File: src/rtl/rxw_pkg.sv
package rxw_pkg;
  typedef enum logic [3:0] {
    S_IDLE, S_ALLOC, S_HDR, S_DATA, S_LAST, S_CRC, S_TAIL, S_DONE, S_DROP
  } rxw_state_e;

  localparam logic [31:0] CRC_POLY = 32'hEDB88320;
  localparam logic [7:0]  CTL_ODD  = 8'h60;
  localparam logic [7:0]  CTL_EVEN = 8'h40;

  function automatic logic [31:0] crc_step(logic [31:0] c, logic [7:0] d);
    logic [31:0] r;
    r = c ^ {24'd0, d};
    for (int k = 0; k < 8; k++)
      r = r[0] ? ((r >> 1) ^ CRC_POLY) : (r >> 1);
    return r;
  endfunction
endpackage

File: src/rtl/rxw_crc.sv
module rxw_crc import rxw_pkg::*; (
  input  logic        clk,
  input  logic        rst_n,
  input  logic        clr,
  input  logic        en,
  input  logic [7:0]  din,
  output logic [31:0] crc_out
);
  logic [31:0] acc;

  always_ff @(posedge clk or negedge rst_n) begin
    if (!rst_n)   acc <= '1;
    else if (clr) acc <= '1;
    else if (en)  acc <= crc_step(acc, din);
  end

  assign crc_out = ~acc;
endmodule

File: src/rtl/rxw_seq.sv
module rxw_seq import rxw_pkg::*; #(
  parameter int PAGE_BYTES = 2048,
  parameter int LEN_W      = 12,
  parameter int PNUM_W     = 8,
  parameter int MIN_LEN    = 64,
  parameter int LONG_LEN   = 1518,
  parameter int FAIL_CODE  = 128
) (
  input  logic              clk,
  input  logic              rst_n,
  input  logic              frm_valid,
  output logic              frm_ready,
  input  logic [LEN_W-1:0]  frm_len,
  input  logic              byte_valid,
  output logic              byte_ready,
  input  logic [7:0]        byte_data,
  input  logic              rx_en,
  input  logic              soft_rst,
  input  logic              strip_crc,
  output logic              alloc_req,
  input  logic [PNUM_W-1:0] alloc_page,
  output logic              wr_en,
  output logic [PNUM_W-1:0] wr_page,
  output logic [$clog2(PAGE_BYTES)-1:0] wr_addr,
  output logic [7:0]        wr_data,
  output logic              q_push,
  output logic [PNUM_W-1:0] q_page,
  output logic              rx_event,
  output logic              busy,
  output logic              crc_clr,
  output logic              crc_en,
  output logic [7:0]        crc_din,
  input  logic [31:0]       crc_val
);
  localparam int OFF_W = $clog2(PAGE_BYTES);
  localparam int CNT_W = LEN_W + 1;

  rxw_state_e st;
  logic [LEN_W-1:0]  len_q, even_q, idx;
  logic [CNT_W-1:0]  count_q;
  logic [PNUM_W-1:0] page_q;
  logic [OFF_W-1:0]  off;
  logic [7:0]        last_q;
  logic              odd_q, long_q, strip_q;

  // acceptance-time size arithmetic
  logic [LEN_W-1:0] acc_size, acc_even;
  logic [CNT_W-1:0] acc_cnt;
  logic             acc_ok;
  always_comb begin
    acc_size = (frm_len < LEN_W'(MIN_LEN)) ? LEN_W'(MIN_LEN) : frm_len;
    acc_even = {acc_size[LEN_W-1:1], 1'b0};
    acc_cnt  = CNT_W'(acc_even) + CNT_W'(6) + (strip_crc ? CNT_W'(0) : CNT_W'(4));
    acc_ok   = rx_en && !soft_rst && (acc_cnt <= CNT_W'(PAGE_BYTES));
  end

  logic [15:0] stat_w, cnt_w;
  logic        need, step;
  assign stat_w = {3'b000, odd_q, long_q, 11'd0};
  assign cnt_w  = 16'(count_q);
  assign need   = idx < len_q;

  always_comb begin
    frm_ready = 1'b0; byte_ready = 1'b0; alloc_req = 1'b0;
    wr_en = 1'b0; wr_data = 8'd0; q_push = 1'b0; rx_event = 1'b0;
    crc_en = 1'b0; crc_din = 8'd0; step = 1'b0;
    unique case (st)
      S_IDLE:  frm_ready = 1'b1;
      S_ALLOC: alloc_req = 1'b1;
      S_HDR: begin
        wr_en = 1'b1;
        case (idx[1:0])
          2'd0: wr_data = stat_w[7:0];
          2'd1: wr_data = stat_w[15:8];
          2'd2: wr_data = cnt_w[7:0];
          default: wr_data = cnt_w[15:8];
        endcase
      end
      S_DATA: begin
        if (need) begin
          byte_ready = 1'b1;
          step       = byte_valid;
          wr_data    = byte_data;
        end else begin
          step = 1'b1;
        end
        wr_en   = step;
        crc_en  = step;
        crc_din = wr_data;
      end
      S_LAST: begin
        byte_ready = 1'b1;
        crc_en     = byte_valid;
        crc_din    = byte_data;
      end
      S_CRC: begin
        wr_en   = 1'b1;
        wr_data = crc_val[8*idx[1:0] +: 8];
      end
      S_TAIL: begin
        wr_en   = 1'b1;
        if (idx[0]) wr_data = odd_q ? CTL_ODD : CTL_EVEN;
        else        wr_data = odd_q ? last_q : 8'd0;
      end
      S_DONE: begin
        q_push   = 1'b1;
        rx_event = 1'b1;
      end
      S_DROP:  byte_ready = 1'b1;
      default: ;
    endcase
  end

  assign crc_clr = frm_valid && frm_ready;
  assign busy    = (st != S_IDLE);
  assign wr_page = page_q;
  assign q_page  = page_q;
  assign wr_addr = off;

  always_ff @(posedge clk or negedge rst_n) begin
    if (!rst_n) begin
      st <= S_IDLE; len_q <= '0; even_q <= '0; idx <= '0; count_q <= '0;
      page_q <= '0; off <= '0; last_q <= '0; odd_q <= 1'b0; long_q <= 1'b0;
      strip_q <= 1'b0;
    end else begin
      if (st == S_IDLE) off <= '0;
      else if (wr_en)   off <= off + 1'b1;
      unique case (st)
        S_IDLE: if (frm_valid) begin
          len_q   <= frm_len;
          even_q  <= acc_even;
          odd_q   <= acc_size[0];
          long_q  <= acc_size > LEN_W'(LONG_LEN);
          strip_q <= strip_crc;
          count_q <= acc_cnt;
          idx     <= '0;
          if (acc_ok)              st <= S_ALLOC;
          else if (frm_len != '0)  st <= S_DROP;
        end
        S_ALLOC: begin
          page_q <= alloc_page;
          if (alloc_page != PNUM_W'(FAIL_CODE)) st <= S_HDR;
          else if (len_q != '0)                 st <= S_DROP;
          else                                  st <= S_IDLE;
        end
        S_HDR: begin
          idx <= (idx[1:0] == 2'd3) ? '0 : idx + 1'b1;
          if (idx[1:0] == 2'd3) st <= S_DATA;
        end
        S_DATA: if (step) begin
          if (idx == even_q - 1'b1) begin
            idx <= '0;
            st  <= odd_q ? S_LAST : (strip_q ? S_TAIL : S_CRC);
          end else begin
            idx <= idx + 1'b1;
          end
        end
        S_LAST: if (byte_valid) begin
          last_q <= byte_data;
          st     <= strip_q ? S_TAIL : S_CRC;
        end
        S_CRC: begin
          idx <= (idx[1:0] == 2'd3) ? '0 : idx + 1'b1;
          if (idx[1:0] == 2'd3) st <= S_TAIL;
        end
        S_TAIL: begin
          idx <= idx + 1'b1;
          if (idx[0]) begin
            st  <= S_DONE;
            idx <= '0;
          end
        end
        S_DONE: st <= S_IDLE;
        S_DROP: if (byte_valid) begin
          idx <= idx + 1'b1;
          if (idx == len_q - 1'b1) st <= S_IDLE;
        end
        default: st <= S_IDLE;
      endcase
    end
  end
endmodule

File: src/rtl/rxw_frame_writer.sv
module rxw_frame_writer import rxw_pkg::*; #(
  parameter int PAGE_BYTES = 2048,
  parameter int LEN_W      = 12,
  parameter int PNUM_W     = 8,
  parameter int MIN_LEN    = 64,
  parameter int LONG_LEN   = 1518,
  parameter int FAIL_CODE  = 128
) (
  input  logic              clk,
  input  logic              rst_n,
  input  logic              frm_valid,
  output logic              frm_ready,
  input  logic [LEN_W-1:0]  frm_len,
  input  logic              byte_valid,
  output logic              byte_ready,
  input  logic [7:0]        byte_data,
  input  logic              rx_en,
  input  logic              soft_rst,
  input  logic              strip_crc,
  output logic              alloc_req,
  input  logic [PNUM_W-1:0] alloc_page,
  output logic              wr_en,
  output logic [PNUM_W-1:0] wr_page,
  output logic [$clog2(PAGE_BYTES)-1:0] wr_addr,
  output logic [7:0]        wr_data,
  output logic              q_push,
  output logic [PNUM_W-1:0] q_page,
  output logic              rx_event,
  output logic              busy
);
  logic        crc_clr, crc_en;
  logic [7:0]  crc_din;
  logic [31:0] crc_val;

  rxw_seq #(
    .PAGE_BYTES(PAGE_BYTES), .LEN_W(LEN_W), .PNUM_W(PNUM_W),
    .MIN_LEN(MIN_LEN), .LONG_LEN(LONG_LEN), .FAIL_CODE(FAIL_CODE)
  ) u_seq (
    .clk(clk), .rst_n(rst_n),
    .frm_valid(frm_valid), .frm_ready(frm_ready), .frm_len(frm_len),
    .byte_valid(byte_valid), .byte_ready(byte_ready), .byte_data(byte_data),
    .rx_en(rx_en), .soft_rst(soft_rst), .strip_crc(strip_crc),
    .alloc_req(alloc_req), .alloc_page(alloc_page),
    .wr_en(wr_en), .wr_page(wr_page), .wr_addr(wr_addr), .wr_data(wr_data),
    .q_push(q_push), .q_page(q_page), .rx_event(rx_event), .busy(busy),
    .crc_clr(crc_clr), .crc_en(crc_en), .crc_din(crc_din), .crc_val(crc_val)
  );

  rxw_crc u_crc (
    .clk(clk), .rst_n(rst_n), .clr(crc_clr), .en(crc_en),
    .din(crc_din), .crc_out(crc_val)
  );
endmodule

File: config.mk
export PLATFORM = sky130hd
export DESIGN_NAME = rxw_frame_writer
export DESIGN_NICKNAME = d
export VERILOG_FILES = /design/src/rtl/rxw_pkg.sv /design/src/rtl/rxw_crc.sv /design/src/rtl/rxw_seq.sv /design/src/rtl/rxw_frame_writer.sv
export SDC_FILE = /design/constraint.sdc
export NUM_CORES = 1
export LEC_CHECK = 0
export ABC_AREA = 1
export BUFFER_PORTS_ARGS = -buffer_cell sky130_fd_sc_hd__buf_4
export CORE_ASPECT_RATIO = 0.6
export CORE_MARGIN = 1.5
export CORE_UTILIZATION = 50
export DETAILED_ROUTE_END_ITERATION = 6
export GPL_TIMING_DRIVEN = 0
export PLACE_DENSITY = 0.72
export SETUP_SLACK_MARGIN = 0.5
export SYNTH_ARGS = -nofsm -noshare
export SYNTH_HDL_FRONTEND = slang
export SYNTH_SLANG_ARGS = --single-unit
File: constraint.sdc
create_clock -name clk -period 6 [get_ports clk]
set_input_delay 1.2 -clock clk [delete_from_list [all_inputs] [get_ports clk]]
set_output_delay 1.2 -clock clk [all_outputs]
set_load 0.005 [all_outputs]
==> results.yml <==
clock_tree:
  clkSinkCount: 113
  clock_latency_ns: 0.43
  root_buffer: "clkbuf_16"
  cts_buffers: 17
  ctsResizeCount: 0
  cts_setup_buffers: 0
  tritoncts: "done"
  hold_buffers: 0
  clk_pin_slew_ns: 0.06
  clockBufferDepth: 2
  htreeDepth: 4
grt:
  grt_pass1_vias: 8062
  grt.total_usage_pct: 32.3
  grt_max_degree: 93
  grt-ovfl-total: 0
  grt_pass1_wl_um: 43900
  grt_antenna_before_repair: 0
worst_setup_path:
  reg2regPathDepth: 24
  worstSetupEndpointType: "primary output"
  cp_max_fo: 11
  startpoint_type: "flop"
  cpMaxStageDelayCell: "clkbuf_1"
  cp.buffers_inverters: 5
  cp_slowest_stage_delay_ns: 0.58
  arrival_ns: 3.31
  crit_cells: 13
  worst_ep_required_time_ns: 4.80
  crit_top_cell: "nand2_1"
  cp_top_family: "buffers and inverters"
  worstSetupPathType: "flop to primary output"
  path_cells: "clkbuf_2 -> inv_1 -> clkbuf_1 -> ha_1 -> inv_1 -> nand2_1 -> nand2_1 -> nand2_1 -> nand2_1 -> nand2_1 -> nand4_1 -> o311ai_0 -> buf_4"
logic_synthesis:
  yosysMostFrequentCell: "nand2_1"
  synth.top_cell.area_share_pct: 24.0
  synth_edf_count: 0
  synth_commonest_cells: "nand2_1, inv_1, nand3_1"
  yosysUniqueCellTypes: 54
  synth.avg_cell_area_um2: 7.03
  syn_inst: 1202
  synthFlopType: "dfrtp_1"
  synth_seq_area_share_pct: 33.9
  synth_area_mm2: 0.00845
  synth-seq-cells: 113
  synth_largest_area_cell: "dfrtp_1"
  yosys-top-cells-area: "dfrtp_1, nand2_1, dfstp_2"
  syn_nets: 1260
  ys_async_sr_fraction_pct: 100
  yosysWarnings: 0
floorplan:
  core_area_mm2: 0.0164
  rows: 36
  die-height_um: 104
  ios: 77
  initial_core_util_pct: 51.5
  die_x_um: 171
  die-area_mm2: 0.0177
place:
  gp_congestion: 0.950
  place_area_mm2: 0.00933
  place_inst: 1506
  pre_cts_slack_ns: 1.43
  io_buffers: 75
  dpl.hpwl_um: 21000
timing:
  slew_headroom_pct: 34.5
  holdWs_ns: 0.475
  slew_violations: 0
  finalHoldViolations: 0
  skew_ns: 0.0146
  fin_crit_sh_pct: 75.2
  setup_ws_ns: 1.49
  grt_setup_unrepaired: "no"
  tightestPinTransition_ns: 0.975
  finalSetupViolCount: 0
  max_freq_ghz: 0.222
  fin_crit_ns: 4.51
  setup_tns_ns: 0
pwr:
  peakVddDrop_v: 0.000187
  p_total_mw: 5.31
  swShare_pct: 49.3
  leakage_nw: 4.90
  switchingPower_mw: 2.62
  p_clk_share_pct: 18.9
  p_comb_share_pct: 55.5
  intPower_mw: 2.69
  seq_power_share_pct: 25.6
  powerDensity_mw_per_mm2: 536
status:
  status: "completed"
final_layout:
  finalNonFillerCells: 1538
  final_nets: 1355
  stdcell_area_mm2: 0.00990
  layout-drive-gt1-share_pct: 17.5
  antenna_cells: 0
  post-route-util_pct: 60.4
  syn_to_final_growth_pct: 17.2
  fill_cells: 1543
drt:
  drt_iter0_drc: 1085
  num_vias: 8823
  drt-vias-per-instance: 5.74
  routedWlPerCell_um: 17.9
  drc: 0
  drtPass1Iterations: 7
  drt-total-wl_um: 27600
  ant_nets: 0
run:
  cap_violations: 0
worst_hold_path:
  holdPathStages: 2
  min_path_type: "flop to flop"
## cell families (layout without fill, tap and decap cells)
kind of cell	after synthesis	count (layout)	synth area share (%)
AND/OR/NAND/NOR	627	627	34.3
buffers and inverters	195	303	9.30
AO/OA/AOI/OAI	179	179	11.9
flip-flops	113	113	33.9
XOR/XNOR	65	65	7.08
adder cells (fa/ha/maj)	23	23	3.50
## power by group through the flow
| stage | clock network, mW | registers [mW] | logic [mW] |
|---|---|---|---|
| floorplan | 0 | 1.28 | 2.06 |
| global placement | 0 | 1.35 | 2.78 |
| detailed placement | 0 | 1.35 | 2.84 |
| CTS | 1.01 | 1.35 | 2.87 |
| global route | 1.04 | 1.39 | 3.26 |
| finish | 1.00 | 1.36 | 2.95 |
## layer usage
| metal | vias to the layer above | GRT usage (%) | wire length [um] |
|---|---|---|---|
| met5 | - | 0 | 0 |
| met4 | 0 | 7.96 | 402 |
| met1 | 4100 | 52.0 | 13200 |
| met2 | 561 | 41.0 | 10200 |
| li1 | 4118 | - | - |
| met3 | 44 | 9.29 | 3820 |
## worst paths after layout
kind                                                   from                            to  slack (ns)
worst max-delay path               u_seq.idx[0]$_DFFE_PN0P_                    wr_data[5]        1.49
worst max register to register     u_seq.idx[0]$_DFFE_PN0P_     u_crc.acc[19]$_DFFE_PN1P_        2.02
max in group asynchronous                             rst_n     u_crc.acc[12]$_DFFE_PN1P_        4.61
worst min register to register  u_seq.last_q[5]$_DFFE_PN0P_   u_seq.last_q[5]$_DFFE_PN0P_        0.48
min in group asynchronous                             rst_n  u_seq.wr_addr[4]$_DFFE_PN0P_        0.63
worst min-delay path            u_seq.last_q[5]$_DFFE_PN0P_   u_seq.last_q[5]$_DFFE_PN0P_        0.48
## worst min-delay path: stages, from the launching register on
cell and delay, ns:
dfrtp_1 0.34, nand2_1 0.06, nand2_1 0.05
## registers in the layout (all words and copies together) (netlist names)
register / count
u_crc.acc: 32
u_seq.count_q: 12
u_seq.odd_q: 1
u_seq.strip_q: 1
u_seq.even_q: 11
u_seq.last_q: 8
u_seq.q_page: 8
u_seq.long_q: 1
u_seq.idx: 12
u_seq.st: 4
u_seq.wr_addr: 11
u_seq.len_q: 12
## placed cells by master, fill, tap and decap left out, drive strengths merged, types with 2 or more instances in the layout
master,netlist,layout
a32oi,3,3
o211ai,5,5
or2,10,10
inv,156,163
clkinvlp,0,2
dfstp,32,32
o21ai,95,95
nand4,21,21
o311ai,4,4
a22oi,5,5
a21oi,44,44
nand3,117,117
o2111ai,4,4
nor2,74,74
xnor2,15,15
o22ai,10,10
nor3,19,19
ha,22,22
clkbuf,20,40
a31oi,2,2
clkinv,2,5
nand2,369,369
xor2,49,49
o221ai,3,3
nor4,8,8
dfrtp,81,81
buf,17,93
nand3b,7,7
## area by class of cell
cell class	count	area [um2]	share of cell area, %
well taps	228	285	2.88
clock inverters	12	95.1	0.960
inverters	158	593	5.99
repair buffers	76	594	6.00
flip-flops and latches	113	2870	29.0
clock buffers	20	478	4.83
plain buffers	37	193	1.95
multi-input cells	894	4790	48.4
Power figures use the tool's default switching activity.
